<file path="src/rtl/hdlc_tx_pkg.sv">
package hdlc_tx_pkg;

  typedef enum logic [2:0] {
    ST_IDLE,
    ST_OPEN,
    ST_ADDR,
    ST_CTRL,
    ST_DATA,
    ST_FCS,
    ST_CLOSE,
    ST_ABORT
  } txst_t;

  localparam logic [7:0] FLAG_PAT = 8'h7E;

endpackage

</file>
<file path="src/rtl/hdlc_fcs16.sv">
module hdlc_fcs16 #(
  parameter int            W    = 16,
  parameter logic [W-1:0]  POLY = 16'h8408,
  parameter logic [W-1:0]  INIT = 16'hFFFF
) (
  input  logic clk,
  input  logic rst_n,
  input  logic init,
  input  logic upd,
  input  logic shift,
  input  logic din,
  output logic lsb
);

  logic [W-1:0] r_q, r_d;
  logic         fb;

  always_comb begin
    fb  = r_q[0] ^ din;
    r_d = r_q;
    if (init)       r_d = INIT;
    else if (upd)   r_d = (r_q >> 1) ^ (fb ? POLY : '0);
    else if (shift) r_d = {1'b1, r_q[W-1:1]};
  end

  always_ff @(posedge clk or negedge rst_n) begin
    if (!rst_n) r_q <= INIT;
    else        r_q <= r_d;
  end

  assign lsb = r_q[0];

endmodule

</file>
<file path="src/rtl/hdlc_ones_run.sv">
module hdlc_ones_run #(
  parameter int RUN = 5
) (
  input  logic clk,
  input  logic rst_n,
  input  logic en,
  input  logic body,
  input  logic stuff,
  input  logic din,
  output logic due
);

  localparam int CW = $clog2(RUN + 1);
  localparam logic [CW-1:0] RUN_V = CW'(RUN);

  logic [CW-1:0] cnt_q, cnt_d;

  always_comb begin
    cnt_d = cnt_q;
    if (en) begin
      if (!body || stuff) cnt_d = '0;
      else if (din)       cnt_d = cnt_q + 1'b1;
      else                cnt_d = '0;
    end
  end

  always_ff @(posedge clk or negedge rst_n) begin
    if (!rst_n) cnt_q <= '0;
    else        cnt_q <= cnt_d;
  end

  assign due = (cnt_q == RUN_V);

endmodule

</file>
<file path="src/rtl/hdlc_tx_ser.sv">
module hdlc_tx_ser
  import hdlc_tx_pkg::*;
#(
  parameter int              BYTE_W  = 8,
  parameter int              FCS_W   = 16,
  parameter int              RUN_MAX = 5,
  parameter logic [FCS_W-1:0] CRC_POLY = 16'h8408,
  parameter logic [FCS_W-1:0] CRC_INIT = 16'hFFFF
) (
  input  logic              clk,
  input  logic              rst_n,
  input  logic              bit_en,
  input  logic              start,
  input  logic              abort,
  input  logic [BYTE_W-1:0] tx_addr,
  input  logic [BYTE_W-1:0] tx_ctrl,
  input  logic [BYTE_W-1:0] pl_data,
  input  logic              pl_valid,
  input  logic              pl_last,
  output logic              pl_ready,
  output logic              tx_bit
);

  localparam int IDX_W  = $clog2(FCS_W);
  localparam int BSEL_W = $clog2(BYTE_W);
  localparam logic [IDX_W-1:0] BYTE_END = IDX_W'(BYTE_W - 1);
  localparam logic [IDX_W-1:0] FCS_END  = IDX_W'(FCS_W - 1);

  txst_t             state_q, state_d, eff_st;
  logic [IDX_W-1:0]  idx_q, idx_d, eff_idx;
  logic [BYTE_W-1:0] addr_q, addr_d, ctrl_q, ctrl_d, byte_q, byte_d;
  logic              last_q, last_d, spend_q, spend_d, apend_q, apend_d;
  logic              bit_q, bit_d;
  logic [BSEL_W-1:0] bsel;
  logic in_frame, abort_act, go_open, body, stuff_due, stuff_now;
  logic emit, end_here, load_pt, line_bit, crc_lsb;

  // which frame section the current strobe belongs to, abort overriding
  assign in_frame  = state_q inside {ST_OPEN, ST_ADDR, ST_CTRL, ST_DATA, ST_FCS};
  assign abort_act = (abort | apend_q) & in_frame;
  assign eff_st    = abort_act ? ST_ABORT : state_q;
  assign eff_idx   = abort_act ? '0 : idx_q;
  assign bsel      = eff_idx[BSEL_W-1:0];
  assign go_open   = spend_q | (start & (state_q == ST_IDLE));

  assign body      = eff_st inside {ST_ADDR, ST_CTRL, ST_DATA, ST_FCS};
  assign stuff_now = stuff_due & (body | (eff_st == ST_CLOSE));
  assign emit      = bit_en & ~stuff_now;
  assign end_here  = (eff_st == ST_FCS) ? (eff_idx == FCS_END) : (eff_idx == BYTE_END);
  assign load_pt   = (eff_idx == BYTE_END) &
                     ((eff_st == ST_CTRL) | ((eff_st == ST_DATA) & ~last_q));
  assign pl_ready  = emit & load_pt;
  assign tx_bit    = bit_q;

  always_comb begin
    unique case (eff_st)
      ST_ADDR:  line_bit = addr_q[bsel];
      ST_CTRL:  line_bit = ctrl_q[bsel];
      ST_DATA:  line_bit = byte_q[bsel];
      ST_FCS:   line_bit = ~crc_lsb;
      ST_ABORT: line_bit = (eff_idx != '0);
      default:  line_bit = FLAG_PAT[bsel];
    endcase
  end

  hdlc_fcs16 #(.W(FCS_W), .POLY(CRC_POLY), .INIT(CRC_INIT)) u_fcs (
    .clk   (clk),
    .rst_n (rst_n),
    .init  (bit_en & (eff_st == ST_OPEN)),
    .upd   (emit & (eff_st inside {ST_ADDR, ST_CTRL, ST_DATA})),
    .shift (emit & (eff_st == ST_FCS)),
    .din   (line_bit),
    .lsb   (crc_lsb)
  );

  hdlc_ones_run #(.RUN(RUN_MAX)) u_run (
    .clk   (clk),
    .rst_n (rst_n),
    .en    (bit_en),
    .body  (body),
    .stuff (stuff_now),
    .din   (line_bit),
    .due   (stuff_due)
  );

  always_comb begin
    state_d = state_q;
    idx_d   = idx_q;
    addr_d  = addr_q;
    ctrl_d  = ctrl_q;
    byte_d  = byte_q;
    last_d  = last_q;
    spend_d = spend_q;
    apend_d = apend_q;
    bit_d   = bit_q;

    if (start && state_q == ST_IDLE) begin
      spend_d = 1'b1;
      addr_d  = tx_addr;
      ctrl_d  = tx_ctrl;
    end

    if (!in_frame)             apend_d = 1'b0;
    else if (abort && !bit_en) apend_d = 1'b1;

    if (bit_en) begin
      bit_d = stuff_now ? 1'b0 : line_bit;
      if (abort_act) apend_d = 1'b0;
    end

    if (emit) begin
      state_d = eff_st;
      idx_d   = end_here ? '0 : eff_idx + 1'b1;
      if (end_here) begin
        unique case (eff_st)
          ST_IDLE: if (go_open) begin
            state_d = ST_OPEN;
            spend_d = 1'b0;
          end
          ST_OPEN: state_d = ST_ADDR;
          ST_ADDR: state_d = ST_CTRL;
          ST_CTRL, ST_DATA: begin
            if (eff_st == ST_DATA && last_q) state_d = ST_FCS;
            else if (pl_valid) begin
              state_d = ST_DATA;
              byte_d  = pl_data;
              last_d  = pl_last;
            end else state_d = ST_ABORT;
          end
          ST_FCS:  state_d = ST_CLOSE;
          default: state_d = ST_IDLE;
        endcase
      end
    end
  end

  always_ff @(posedge clk or negedge rst_n) begin
    if (!rst_n) begin
      state_q <= ST_IDLE;
      idx_q   <= '0;
      addr_q  <= '0;
      ctrl_q  <= '0;
      byte_q  <= '0;
      last_q  <= 1'b0;
      spend_q <= 1'b0;
      apend_q <= 1'b0;
      bit_q   <= 1'b1;
    end else begin
      state_q <= state_d;
      idx_q   <= idx_d;
      addr_q  <= addr_d;
      ctrl_q  <= ctrl_d;
      byte_q  <= byte_d;
      last_q  <= last_d;
      spend_q <= spend_d;
      apend_q <= apend_d;
      bit_q   <= bit_d;
    end
  end

endmodule

</file>
<file path="config.mk">
export PLATFORM = sky130hd
export DESIGN_NAME = hdlc_tx_ser
export DESIGN_NICKNAME = d
export VERILOG_FILES = /design/src/rtl/hdlc_tx_pkg.sv /design/src/rtl/hdlc_fcs16.sv /design/src/rtl/hdlc_ones_run.sv /design/src/rtl/hdlc_tx_ser.sv
export SDC_FILE = /design/constraint.sdc
export NUM_CORES = 1
export LEC_CHECK = 0
export BUFFER_PORTS_ARGS = -buffer_cell sky130_fd_sc_hd__buf_2
export CAP_MARGIN = 30
export CORE_MARGIN = 1
export CORE_UTILIZATION = 55
export DETAILED_ROUTE_END_ITERATION = 10
export PLACE_DENSITY = 0.76
export SETUP_SLACK_MARGIN = 0.2
export SLEW_MARGIN = 40
export SYNTH_ARGS = -nofsm -noshare
export SYNTH_HDL_FRONTEND = slang
export SYNTH_SLANG_ARGS = --single-unit
</file>
<file path="constraint.sdc">
create_clock -name clk -period 3.6 [get_ports clk]
set_input_delay 0.36 -clock clk [delete_from_list [all_inputs] [get_ports clk]]
set_output_delay 0.36 -clock clk [all_outputs]
set_load 0.05 [all_outputs]
</file>
== Word-level counts from Yosys, hierarchy flattened ==
Memory sizes are Yosys's and may differ from the RTL's.
Cells that the tools add are included.

* Reductions and logical operators: 15
* $lt $le $gt $ge: 1
* Muxes and demuxes: 33
* Bitwise gates (word level): 20
* Equal/unequal tests: 15
* Add/subtract/negate cells: 2

{| class="wikitable"
|+ Operators with widths
! operator !! count
|-
| two-way mux 16 bit || 4
|-
| equality test 3 bit (second input constant) || 7
|-
| bitwise XOR 15 x 16 -> 16 bit || 1
|-
| two-way mux 1 bit || 15
|-
| two-way mux 3 bit || 5
|-
| one-hot mux 3 bit (5 select lines) || 1
|-
| equality test 3 x 2 -> 1 bit (second input constant) || 4
|-
| bitwise AND 1 bit || 10
|-
| binary-select mux 1 bit (select 3 bit) || 3
|-
| two-way mux 4 bit || 2
|-
| nonzero test 4 bit || 2
|-
| equality test 3 x 1 -> 1 bit (second input constant) || 2
|-
| logical NOT 3 bit || 2
|-
| nonzero test 3 bit || 2
|-
| one-hot mux 1 bit (5 select lines) || 1
|-
| AND reduction 5 bit || 1
|-
| nonzero test 5 bit || 1
|-
| adder 4 x 1 -> 4 bit (second input constant) || 1
|-
| equality test 4 x 3 -> 1 bit (second input constant) || 1
|-
| equality test 4 bit (second input constant) || 1
|-
| less-than comparator 3 x 4 -> 1 bit (second input constant) || 1
|-
| two-way mux 2 bit || 2
|-
| inverter 1 bit || 4
|-
| bitwise OR 1 bit || 4
|-
| other kinds (6) || 9
|}

* Memories kept: 1
* Flip-flop bits (word level): 54
* Logic and storage cells: 98
* ROM bits: 8
* Output and inout port bits: 2

{| class="wikitable"
|+ Memories
! memory !! depth !! bits a word !! rd ports !! clocked after memory_dff !! write ports !! line !! source
|-
| (name not given) || 8 || 1 || 1 || 0 || 0 || hdlc_tx_ser.sv:62 || <nowiki>default: line_bit = FLAG_PAT[bsel];</nowiki>
|}

== Depth between registers and ports, before layout ==
Gate-level depths: netlist (run 1).

* Depth in word-level cells: 14
* Mapped depth: 12
* Mapped depth without buffers: 11

== Modules after synthesis ==
From an unflattened synthesis (run 1), not the netlist that was laid out.

* Cell total of the unflattened synthesis: 291
* Area total of the unflattened synthesis: 3,065.4 um^2

{| class="wikitable"
|+ Modules (own cells, without submodules)
! module !! area each (um^2) !! cells an instance !! instances
|-
| hdlc_tx_ser || 2,053.2 || 199 || 1
|-
| hdlc_fcs16 || 827.0 || 75 || 1
|-
| hdlc_ones_run || 185.2 || 17 || 1
|}

== Least setup slack after synthesis (run 1) ==
No wires, ideal clock.

* Path type: reg2out
* Start: register state_q[0]
* End: output port pl_ready
* Cell stages (with the launch flop): 7
* Path buffers: 0
* Arrival time: 2.463 ns
* Path slack: 0.777 ns
* Cells stage by stage: dfrtp_1 -> or3_1 -> nand3_1 -> and2_1 -> ha_1 -> nand4_1 -> nor3_1

* Word-level cells in the longest chain between the ends: 11

{| class="wikitable"
|+ RTL lines
! item !! line !! source
|-
| start, declared || hdlc_tx_ser.sv:29 || <nowiki>txst_t state_q, state_d, eff_st;</nowiki>
|-
| start signal, assigned || hdlc_tx_ser.sv:149 || <nowiki>state_q <= state_d;</nowiki>
|-
| equality test 3 x 1 -> 1 bit, or another cell as far along || hdlc_tx_ser.sv:39 || <nowiki>assign in_frame = state_q inside {ST_OPEN, ST_ADDR, ST_CTRL, ST_DATA, ST_FCS};</nowiki>
|-
| nonzero test 5 bit || hdlc_tx_ser.sv:39 ||
|-
| bitwise AND 1 bit || hdlc_tx_ser.sv:40 || <nowiki>assign abort_act = (abort | apend_q) & in_frame;</nowiki>
|-
| two-way mux 3 bit || hdlc_tx_ser.sv:41 || <nowiki>assign eff_st = abort_act ? ST_ABORT : state_q;</nowiki>
|-
| equality test 3 x 2 -> 1 bit, or another cell as far along || hdlc_tx_ser.sv:46 || <nowiki>assign body = eff_st inside {ST_ADDR, ST_CTRL, ST_DATA, ST_FCS};</nowiki>
|-
| nonzero test 4 bit || hdlc_tx_ser.sv:46 ||
|-
| bitwise OR 1 bit || hdlc_tx_ser.sv:47 || <nowiki>assign stuff_now = stuff_due & (body | (eff_st == ST_CLOSE));</nowiki>
|-
| bitwise AND 1 bit || hdlc_tx_ser.sv:47 ||
|-
| inverter 1 bit || hdlc_tx_ser.sv:48 || <nowiki>assign emit = bit_en & ~stuff_now;</nowiki>
|-
| bitwise AND 1 bit || hdlc_tx_ser.sv:48 ||
|-
| bitwise AND 1 bit * || hdlc_tx_ser.sv:52 || <nowiki>assign pl_ready = emit & load_pt;</nowiki>
|-
| end, declared || hdlc_tx_ser.sv:20 || <nowiki>output logic pl_ready,</nowiki>
|}

Mark *: on every way between the ends. The rest lies on a longest branch, timed or not.

== Final worst setup path (run 1) ==
* Start: register state_q[1]
* End: register byte_q[2]

* Word-level cells in the longest chain between the ends: 11

{| class="wikitable"
|+ RTL lines
! item !! line !! source
|-
| equality test 3 x 1 -> 1 bit, or another cell as far along || hdlc_tx_ser.sv:39 ||
|-
| nonzero test 5 bit || hdlc_tx_ser.sv:39 ||
|-
| bitwise AND 1 bit || hdlc_tx_ser.sv:40 ||
|-
| two-way mux 3 bit || hdlc_tx_ser.sv:41 ||
|-
| equality test 3 x 2 -> 1 bit, or another cell as far along || hdlc_tx_ser.sv:46 ||
|-
| nonzero test 4 bit || hdlc_tx_ser.sv:46 ||
|-
| bitwise OR 1 bit || hdlc_tx_ser.sv:47 ||
|-
| bitwise AND 1 bit || hdlc_tx_ser.sv:47 ||
|-
| inverter 1 bit || hdlc_tx_ser.sv:48 ||
|-
| bitwise AND 1 bit || hdlc_tx_ser.sv:48 ||
|-
| AND reduction 5 bit (no source line) * || n/a ||
|-
| end signal, assigned || hdlc_tx_ser.sv:153 || <nowiki>byte_q <= byte_d;</nowiki>
|-
| end, declared || hdlc_tx_ser.sv:31 || <nowiki>logic [BYTE_W-1:0] addr_q, addr_d, ctrl_q, ctrl_d, byte_q, byte_d;</nowiki>
|}

Marked as above.
A chain may end at the register's enable or synchronous reset.

==> reports/metrics.yaml, run 1 <==
grt_usage_pct: 24.69
synth_cell_type_count: 56
vias: 2141
synthCells: 261
finalClockSkew_ns: 0.01170
grt_max_degree: 32
rsz0062_at_grt: "no"
synthArstFlopShare_pct: 100.0
synth_top_family_by_area: "compound AO/OA/AOI/OAI gates"
critical_path.slowest_cell: "and4_1"
die_w_um: 74.23
crit_type: "reg -> reg"
insertion_delay_ns: 0.30
tritoncts: "built"
grt_pass1_wl_um: 10290
power.leakage_nw: 1.388
start_util_pct: 58.79
drc: 0
synth_area_per_cell_um2: 10.99
dieArea_mm2: 0.005509
clk_pin_slew_ns: 0.09
ant_nets: 0
nNetsFinal: 326
num_io_pins: 33
timing.hold.ws_ns: 0.1009
cp.required_ns: 3.78
max_freq_mhz: 316.1
portBuffers: 32
hp-class: "in -> async"
hold_viol_final: 0
seq_area_frac_synth_pct: 47.84
cts_root_buf: "clkbuf_8"
synth_fa_ha_area_share_pct: 2.181
tns_ns: 0
fin_ws_ns: 0.4361
synthToLayoutAreaGrowth_pct: 12.39
die_y_um: 74.23
stdcell_count: 358
num_rows: 25
syn-num-nets: 297
final.period_utilization_pct: 87.89
vdd_drop_max_v: 0.0003589
regToRegSetupSlack_ns: 0.44
worstMarginPinSlew_ns: 0.7468
gr-total-overflow: 0
cts_buffers: 5
synth.area.mux_share_pct: 13.78
slew_violations: 0
maxSlewHeadroom_pct: 50.21
end_kind: "flip-flop"
placedCellCount: 350
crit_arrival_ns: 3.35
critPathMaxStageDelay_ns: 0.50
antenna_found_initial: 0
cts.sinks: 54
antenna_cells: 0
ys.flop_type: "dfrtp_1"
outcome: "finished clean"
synth-seq-cells: 54
ctsResizeCount: 0
synth-edff-count: 0
setup.worst_path.start_class: "flip-flop"
critPathMaxFanout: 9
rr_worst_depth: 9
clk_path_buf_depth: 2
cts_hold_buf: 0
cts_setup_buffers: 0
powerDensity_mw_per_mm2: 700.4
place_ws_ns: 0.4726
synthXorXnorAreaFrac_pct: 0.6106
power_mw: 2.258
drt_first_iter_violations: 218
place_congestion: 0.8971
first_pass_iters: 4
wirelength_um: 6027
crit_chain: "or3_1 -> nand3_1 -> and2_1 -> ha_1 -> nand4_1 -> a21o_1 -> nor2_1 -> and4_1 -> mux2_2"
dp_hpwl_um: 4336
yosysWarnings: 0
synth_area_mm2: 0.002869
final.min_clock_period_ns: 3.164
cts_max_level: 2
vias_per_cell: 5.980
synth_compound_area_share_pct: 17.31
synthSimpleGateAreaFrac_pct: 14.13
grt_pass1_vias: 2104
wl_per_cell_um: 16.84
drive_above_1_share_pct: 35.74
finalSetupViolations: 0
drv_cap: 0
core_area_mm2: 0.004880
[state kept, by name (all words and copies together), names as in the netlist]
name and count:
addr_q 8, apend_q 1, byte_q 8, ctrl_q 8, idx_q 4, last_q 1
spend_q 1, state_q 3, tx_bit 1, u_fcs.r_q 16, u_run.cnt_q 3
[power breakdown]
group          leakage, nW  switching [mW]  internal [mW]
clock network       0.0658           0.188          0.275
logic                0.689           0.372          0.367
registers            0.634           0.180          0.877
total                 1.39           0.740           1.52
[Yosys cell counts (2+ instances only)]
library cell | n | area share [%]
dfrtp_1 | 37 | 32
mux2_2 | 27 | 11
nand2_1 | 20 | 2.6
dfstp_2 | 17 | 16
nor2_1 | 17 | 2.2
o22a_1 | 14 | 4.3
o21ai_0 | 12 | 2.1
clkbuf_1 | 11 | 1.4
a21oi_1 | 10 | 1.7
inv_1 | 10 | 1.3
nand4_1 | 7 | 1.5
buf_2 | 5 | 0.87
ha_1 | 5 | 2.2
nor3_1 | 5 | 0.87
nand3_1 | 4 | 0.70
a311oi_1 | 3 | 0.92
and2_1 | 3 | 0.65
o2111ai_1 | 3 | 0.92
o22ai_1 | 3 | 0.65
a211oi_2 | 2 | 0.87
a21o_1 | 2 | 0.52
a31o_2 | 2 | 0.61
a31oi_1 | 2 | 0.44
mux2i_1 | 2 | 0.70
mux4_2 | 2 | 1.6
nor2b_1 | 2 | 0.44
nor3b_1 | 2 | 0.52
nor4_1 | 2 | 0.44
o211ai_1 | 2 | 0.52
or2_1 | 2 | 0.44
[final timing paths]
| path | startpoint | to |
|---|---|---|
| worst min register to register | tx_bit$_DFFE_PN1P_ | tx_bit$_DFFE_PN1P_ |
| max in group asynchronous | rst_n | u_fcs.r_q[14]$_DFFE_PN1P_ |
| worst max register to register | state_q[1]$_DFFE_PN0N_ | byte_q[2]$_DFFE_PN0P_ |
| min in group clk | tx_addr[7] | addr_q[7]$_DFFE_PN0P_ |
| worst min-delay path | rst_n | ctrl_q[7]$_DFFE_PN0P_ |
| worst max-delay path | state_q[1]$_DFFE_PN0N_ | byte_q[2]$_DFFE_PN0P_ |
[worst max-delay path, delay by kind of cell (launching register included)]
kind | cells | cell delay (ns)
and+or+nand+nor | 6 | 1.73
DFF | 1 | 0.45
adders and majority gates | 1 | 0.24
muxes | 1 | 0.38
AOI/OAI and AO/OA | 1 | 0.24
[cell usage in the layout (no fill, tap or decap), types with 3 or more instances in the layout]
master | synthesis | layout
clkbuf_8 | 0 | 5
buf_4 | 0 | 8
dfstp_2 | 17 | 17
nor3_1 | 5 | 5
o22ai_1 | 3 | 3
o22a_1 | 14 | 14
mux2_2 | 27 | 27
nand4_1 | 7 | 7
dfrtp_1 | 37 | 37
a311oi_1 | 3 | 3
nand2_1 | 20 | 20
o21ai_0 | 12 | 12
nand3_1 | 4 | 4
ha_1 | 5 | 5
o2111ai_1 | 3 | 3
nor2_1 | 17 | 17
buf_2 | 5 | 32
and2_1 | 3 | 3
a21oi_1 | 10 | 10
inv_1 | 10 | 10
[area by class of cell]
type | instances | area [µm²]
multi-input cells | 179 | 1378
fillers | 408 | 1655
clock inverters | 3 | 63.81
repair buffers | 40 | 220.2
flip-flops and latches | 54 | 1373
inverters | 10 | 37.54
well taps | 67 | 83.83
clock buffers | 5 | 68.82
[logic make-up after synthesis]
logic type      after synthesis
simple gates                 74
compound gates               66
flops                        54
mux                          32
buf+inv                      28
fa+ha+maj                     5
xor+xnor                      2
[through the flow]
| stage | util, % | cell area [µm²] |
|---|---|---|
| after floorplan | - | 2869 |
| after global placement | 63.36 | 3092 |
| after detailed placement | 63.36 | 3092 |
| after CTS | 66.08 | 3224 |
| after global routing | 66.08 | 3224 |
| final | 66.08 | 3224 |
[routing by layer]
metal | routed length [µm] | part of all wire, % | global-route usage [%] | vias to the layer above
li1 | - | - | - | 1024
met4 | 61 | 1.0 | 7.757 | 0
met5 | 0 | 0 | 0 | -
met2 | 2748 | 46 | 37.58 | 77
met1 | 2892 | 48 | 36.54 | 1036
met3 | 324 | 5.4 | 3.930 | 4
(Power assumes the default switching activity.)
==> run 2: changes to the inputs <==
--- a/config.mk
+++ b/config.mk
@@ -5,12 +5,12 @@
 export SDC_FILE = /design/constraint.sdc
 export NUM_CORES = 1
 export LEC_CHECK = 0
-export BUFFER_PORTS_ARGS = -buffer_cell sky130_fd_sc_hd__buf_2
 export CAP_MARGIN = 30
 export CORE_MARGIN = 1
 export CORE_UTILIZATION = 55
 export DETAILED_ROUTE_END_ITERATION = 10
-export PLACE_DENSITY = 0.76
+export DONT_BUFFER_PORTS = 1
+export PLACE_DENSITY = 0.7
 export SETUP_SLACK_MARGIN = 0.2
 export SLEW_MARGIN = 40
 export SYNTH_ARGS = -nofsm -noshare
==> reports/metrics.yaml, run 2 (synthesis results as in run 1) <==
antenna_found_initial: 0  # unchanged
drv_cap: 0  # unchanged
nNetsFinal: 295  # -9.5%
end_kind: "flip-flop"
crit_arrival_ns: 3.31  # -0.04 ns
grt_pass1_wl_um: 10010  # -2.7%
drive_above_1_share_pct: 28.46  # -7.3 points
regMostFlops: "u_fcs.r_q"
fin_area_mm2: 0.003078  # -4.5%
dp_hpwl_um: 4169  # -3.9%
cp.required_ns: 3.79  # about the same
grt_pass1_vias: 2026  # -3.7%
cts_max_level: 2  # unchanged
r2r_start: "state_q[0]$_DFFE_PN0N_"
wirelength_um: 5983  # -0.73%
ctsResizeCount: 0  # unchanged
hp-start: "bit_en"
crit_type: "reg -> reg"
clk_path_buf_depth: 2  # unchanged
tns_ns: 0  # unchanged
start_util_pct: 58.79  # unchanged
vdd_drop_max_v: 0.0003872  # +7.9%
dpl-instance-area_mm2: 0.002932  # -5.2%
gr-total-overflow: 0  # unchanged
cts_buffers: 5  # unchanged
final_common_cell: "dfrtp_1"
insertion_delay_ns: 0.31  # about the same
wl_per_cell_um: 18.30  # +8.7%
hold_viol_final: 0  # unchanged
cts.sinks: 54  # unchanged
largest_register_ff_count: 16  # unchanged
slew_violations: 0  # unchanged
vias: 2075  # -3.1%
outcome: "finished clean"
mostFrequentLayoutCells: "dfrtp_1, mux2_2, nand2_1"
final.min_clock_period_ns: 3.118  # -0.04560 ns
cp-startpoint: "state_q[0]$_DFFE_PN0N_"
rsz0062_at_grt: "no"
clk_pin_slew_ns: 0.10  # about the same
worstMarginPinSlew_ns: 0.7821  # +0.03536 ns
portBuffers: 0  # -100%
drt_first_iter_violations: 175  # -20%
finalSetupViolations: 0  # unchanged
first_pass_iters: 4  # unchanged
num_rows: 25  # unchanged
cts_setup_buffers: 0  # unchanged
vias_per_cell: 6.346  # +6.1%
critPathMaxFanout: 14  # +5
ant_nets: 0  # unchanged
finalClockSkew_ns: 0.005649  # -0.006051 ns
synthToLayoutAreaGrowth_pct: 7.283
maxSlewHeadroom_pct: 47.86  # -2.4 points
grt_max_degree: 55  # +72%
hp-class: "in -> reg"
core_area_mm2: 0.004880  # unchanged
antenna_cells: 0  # unchanged
power_mw: 2.176  # -3.7%
place_congestion: 0.8973  # about the same
power.leakage_nw: 1.264  # -8.9%
drc: 0  # unchanged
num_io_pins: 33  # unchanged
setup.worst_path.start_class: "flip-flop"
tritoncts: "built"
powerDensity_mw_per_mm2: 706.8  # +0.92%
final.period_utilization_pct: 86.62  # -1.3 points
cts_root_buf: "clkbuf_8"
die_w_um: 74.23  # unchanged
max_freq_mhz: 320.7  # +1.5%
grt_usage_pct: 24.56  # -0.12 points
dieArea_mm2: 0.005509  # unchanged
die_y_um: 74.23  # unchanged
-- run 2: cell count changes in the layout (fill, tap and decap cells not counted) --
cell / before / now
buf_2: 32 / 0
buf_16: 0 / 1
buf_4: 8 / 7
bufinv_16: 2 / 1
clkbuf_1: 0 / 1
clkinv_1: 1 / 0
dlygate4sd3_1: 0 / 1
inv_4: 0 / 1
nor2_1: 17 / 16
nor2_2: 0 / 1
nor3_1: 5 / 4
nor3_2: 0 / 1
-- run 2: worst paths after layout --
path                                        endpoint  slack, ns  depth (start not counted)
setup / recovery               byte_q[3]$_DFFE_PN0P_       0.48                          9
hold reg to reg                addr_q[1]$_DFFE_PN0P_       0.51                          1
setup reg to reg               byte_q[3]$_DFFE_PN0P_       0.48                          9
max in group asynchronous  u_fcs.r_q[11]$_DFFE_PN1P_       2.75                          2
min in group asynchronous       idx_q[1]$_DFFE_PN0N_       0.56                          2
hold / removal                    tx_bit$_DFFE_PN1P_       0.11                          1
-- run 2: timing repair --
action | in CTS | in global routing
setup endpoints to repair | 0 | 0
hold endpoints to repair | 54 | 0
hold buffers | 2 | 0
-- run 2: routing by layer --
layer  GRT usage [%]  up-vias  wire [µm]
li1                -      957          -
met1           35.89     1020       2713
met2           36.46       86       2710
met3           5.691       12        463
met4           7.966        0         96
met5               0        -          0
-- run 2: area by class of cell --
cell class / count / area, µm²
clock buffer: 6 / 72.57
multi-input combinational: 179 / 1385
fill: 412 / 1802
timing repair buffer: 9 / 90.09
tap: 67 / 83.83
inverter: 10 / 37.54
sequential: 54 / 1373
clock inverter: 2 / 36.28
-- run 2: worst max-delay path: stages (launching register included) --
cell and delay, ns:
dfrtp_1 0.53, or3_1 0.46, nand3_1 0.19, and2_1 0.21
ha_1 0.23, nand4_1 0.09, a21o_1 0.24, nor2_1 0.17
and4_1 0.49, mux2_2 0.39
-- run 2: power breakdown --
group	switching [mW]	leakage (nW)	internal (mW)	total, mW
Sequential	0.200	0.634	0.877	1.08
Combinational	0.345	0.575	0.351	0.695
Clock	0.195	0.0557	0.208	0.403
Total	0.740	1.26	1.44	2.18
-- run 2: stage by stage --
step	hold slack [ns]	util, %	worst slack [ns]	cells
finish	0.1113	63.08	0.4817	327
global placement	0.06590	60.03	0.5664	317
global route	0.09753	63.08	0.3031	327
floorplan	0.06441	-	0.7768	261
CTS	0.1018	63.08	0.5061	327
detailed placement	0.06581	60.08	0.5474	317
==> run 3: changes to the inputs <==
--- a/config.mk
+++ b/config.mk
@@ -15,4 +15,5 @@
 export SLEW_MARGIN = 40
 export SYNTH_ARGS = -nofsm -noshare
 export SYNTH_HDL_FRONTEND = slang
+export SYNTH_HIERARCHICAL = 1
 export SYNTH_SLANG_ARGS = --single-unit
==> reports/metrics.yaml, run 3 <==
outcome: "finished clean"
critPathMaxFanout: 14  # unchanged
grt_max_degree: 55  # unchanged
crit_type: "reg -> reg"
power.leakage_nw: 1.341  # +6.1%
gr-total-overflow: 0  # unchanged
final_common_cell: "nor2_1"
syn-num-nets: 327  # +10%
drc: 0  # unchanged
stdcell_count: 357  # +9.2%
final.min_clock_period_ns: 3.058  # -0.06007 ns
regMostFlops: "u_fcs/r_q"
place_congestion: 0.9707  # +8.2%
synth-seq-cells: 54  # unchanged
ant_nets: 0  # unchanged
grt_pass1_wl_um: 10040  # +0.28%
cts.sinks: 54  # unchanged
path_buf_inv: 1  # +1
num_io_pins: 33  # unchanged
crit_chain: "mux4_2 -> and4_1 -> a211oi_1 -> nand4_1 -> nor3_1 -> inv_1 -> xor2_1 -> a32oi_1 -> o31a_1"
critPathMaxStageDelay_ns: 0.74  # +0.21 ns
tns_ns: 0  # unchanged
cts_buffers: 5  # unchanged
antenna_found_initial: 0  # unchanged
p_seq_share_pct: 49.6  # about the same
insertion_delay_ns: 0.31  # about the same
drv_cap: 0  # unchanged
final.period_utilization_pct: 84.95  # -1.7 points
synthTopCellsByArea: "dfrtp_1, dfstp_2, mux2_2, nor2_1, mux2_4"
vdd_drop_max_v: 0.0003612  # -6.7%
wirelength_um: 5927  # -0.94%
die_w_um: 76.66  # +3.3%
synth_area_mm2: 0.003065  # +6.8%
clk_path_buf_depth: 2  # unchanged
synth_area_per_cell_um2: 10.53  # -4.2%
cts_setup_buffers: 0  # unchanged
placedCellCount: 347  # +9.5%
seq_area_frac_synth_pct: 44.78  # -3.1 points
finalSetupViolations: 0  # unchanged
sw_frac_of_total_pct: 37.52  # +3.5 points
num_rows: 26  # +4.0%
yosysTopAreaCell: "dfrtp_1"
hp-start: "bit_en"
worstMarginPinSlew_ns: 0.7196  # -0.06251 ns
fin_area_mm2: 0.003204  # +4.1%
crit_arrival_ns: 3.30  # about the same
setup.worst_path.start_class: "flip-flop"
max_freq_mhz: 327.0  # +2.0%
internal-power_mw: 1.292  # -10%
synth-edff-count: 0  # unchanged
wl_per_cell_um: 16.60  # -9.3%
synthArstFlopShare_pct: 100.0  # unchanged
r2r_start: "idx_q[0]$_DFFE_PN0N_"
grt_usage_pct: 21.80  # -2.8 points
drt_first_iter_violations: 224  # +28%
tritoncts: "built"
cts_root_buf: "clkbuf_8"
yosysWarnings: 6  # +6
rr_worst_depth: 9  # unchanged
portBuffers: 0  # unchanged
fin_ws_ns: 0.5417  # +0.06007 ns
maxSlewHeadroom_pct: 51.74  # +3.9 points
grt_pass1_vias: 2049  # +1.1%
rsz0062_at_grt: "no"
yosysMostFrequentCell: "nor2_1"
antenna_cells: 0  # unchanged
start_util_pct: 58.53  # -0.27 points
cts_max_level: 2  # unchanged
hp-class: "in -> reg"
cp_num_cells: 9  # unchanged
synth_top_cells_by_count: "nor2_1, dfrtp_1, dfstp_2"
vias: 2153  # +3.8%
utilization_pct: 61.18  # -1.9 points
nNetsFinal: 322  # +9.2%
holdPathStages: 1  # unchanged
pwr-share-comb_pct: 33.0  # +1.0 points
dp_hpwl_um: 4108  # -1.5%
synthToLayoutAreaGrowth_pct: 4.531
mostFrequentLayoutCells: "nor2_1, dfrtp_1, dfstp_2"
yosys.area.top_type_share_pct: 30.20  # -2.1 points
die_y_um: 76.66  # +3.3%
dieArea_mm2: 0.005876  # +6.7%
timing.hold.ws_ns: 0.1063  # -0.004982 ns
crit_family: "flip-flops"
core_area_mm2: 0.005238  # +7.3%
clk_pin_slew_ns: 0.11  # about the same
largest_register_ff_count: 16  # unchanged
cp.required_ns: 3.84  # +0.05 ns
power_mw: 2.068  # -5.0%
finalClockSkew_ns: 0.009218  # +0.003569 ns
place_ws_ns: 0.2664  # -0.2810 ns
synthCells: 291  # +11%
dpl-instance-area_mm2: 0.003067  # +4.6%
critical_path.slowest_cell: "dfrtp_1"
cp-startpoint: "idx_q[0]$_DFFE_PN0N_"
vias_per_cell: 6.031  # -5.0%
p_sw_mw: 0.7757  # +4.8%
slew_violations: 0  # unchanged
powerDensity_mw_per_mm2: 645.2  # -8.7%
end_kind: "flip-flop"
pwr-share-clk_pct: 17.3  # -1.2 points
drive_above_1_share_pct: 31.71  # +3.2 points
hold_viol_final: 0  # unchanged
ys.flop_type: "dfrtp_1"
synth_cell_type_count: 56  # unchanged
first_pass_iters: 5  # +1
## run 3: cell count changes in the layout (fill, tap and decap cells not counted), moves of 4 or more
cell      before  now
nor2_1        16   38
o22a_1        14    0
a21oi_2        0   13
mux2_2        27   16
nand2_1       20   10
nand2b_1       0   10
mux2_4         0    9
nor3_1         4   13
nor2_2         1    6
nand3b_1       0    4
o21ai_0       12    8
## run 3: final cells by class
class                           count  area [µm²]
Inverter                            7       26.28
Sequential cell                    54        1374
Clock buffer                        5       68.82
Tap cell                           70       87.58
Fill cell                         430        2033
Timing Repair Buffer                8       82.58
Multi-Input combinational cell    210        1539
Clock inverter                      3       26.28
## run 3: power by group through the flow
| stage | logic (mW) | registers [mW] | clock network [mW] |
|---|---|---|---|
| 3_5_place_dp | 0.659 | 1.04 | 0 |
| 6_report | 0.683 | 1.03 | 0.359 |
| 4_1_cts | 0.680 | 1.03 | 0.367 |
| 5_1_grt | 0.762 | 1.06 | 0.395 |
| 2_1_floorplan | 0.615 | 0.950 | 0 |
| 3_3_place_gp | 0.646 | 1.03 | 0 |
## run 3: cell families after synthesis
family | Yosys count | share of synthesized area [%]
muxes | 33 | 14.12
AOI/OAI and AO/OA | 58 | 13.92
and+or+nand+nor | 113 | 19.55
buffers and inverters | 27 | 5.306
xor gates and xnor gates | 1 | 0.2858
DFF | 54 | 44.78
adders and majority gates | 5 | 2.041
## run 3: final timing paths
kind	to	slack [ns]
min in group asynchronous	byte_q[2]$_DFFE_PN0P_	0.55
max in group asynchronous	u_fcs/r_q[3]$_DFFE_PN1P_	2.75
max reg2reg	u_fcs/r_q[3]$_DFFE_PN1P_	0.54
min reg2reg	ctrl_q[6]$_DFFE_PN0P_	0.51
min	apend_q$_DFF_PN0_	0.11
max	u_fcs/r_q[3]$_DFFE_PN1P_	0.54
## run 3: timing repair
item,in CTS,in global routing
endpoints found under the setup margin,0,10
hold endpoints to repair,54,0
hold buffers,2,0
gates resized for setup,0,2
## run 3: per-layer routing
metal	global-route usage, %	vias up	part of all wire, %
met5	0	-	0
met3	4.762	11	6.7
met1	33.05	1046	48
met2	30.90	75	44
met4	6.923	0	1.4
li1	-	1021	-
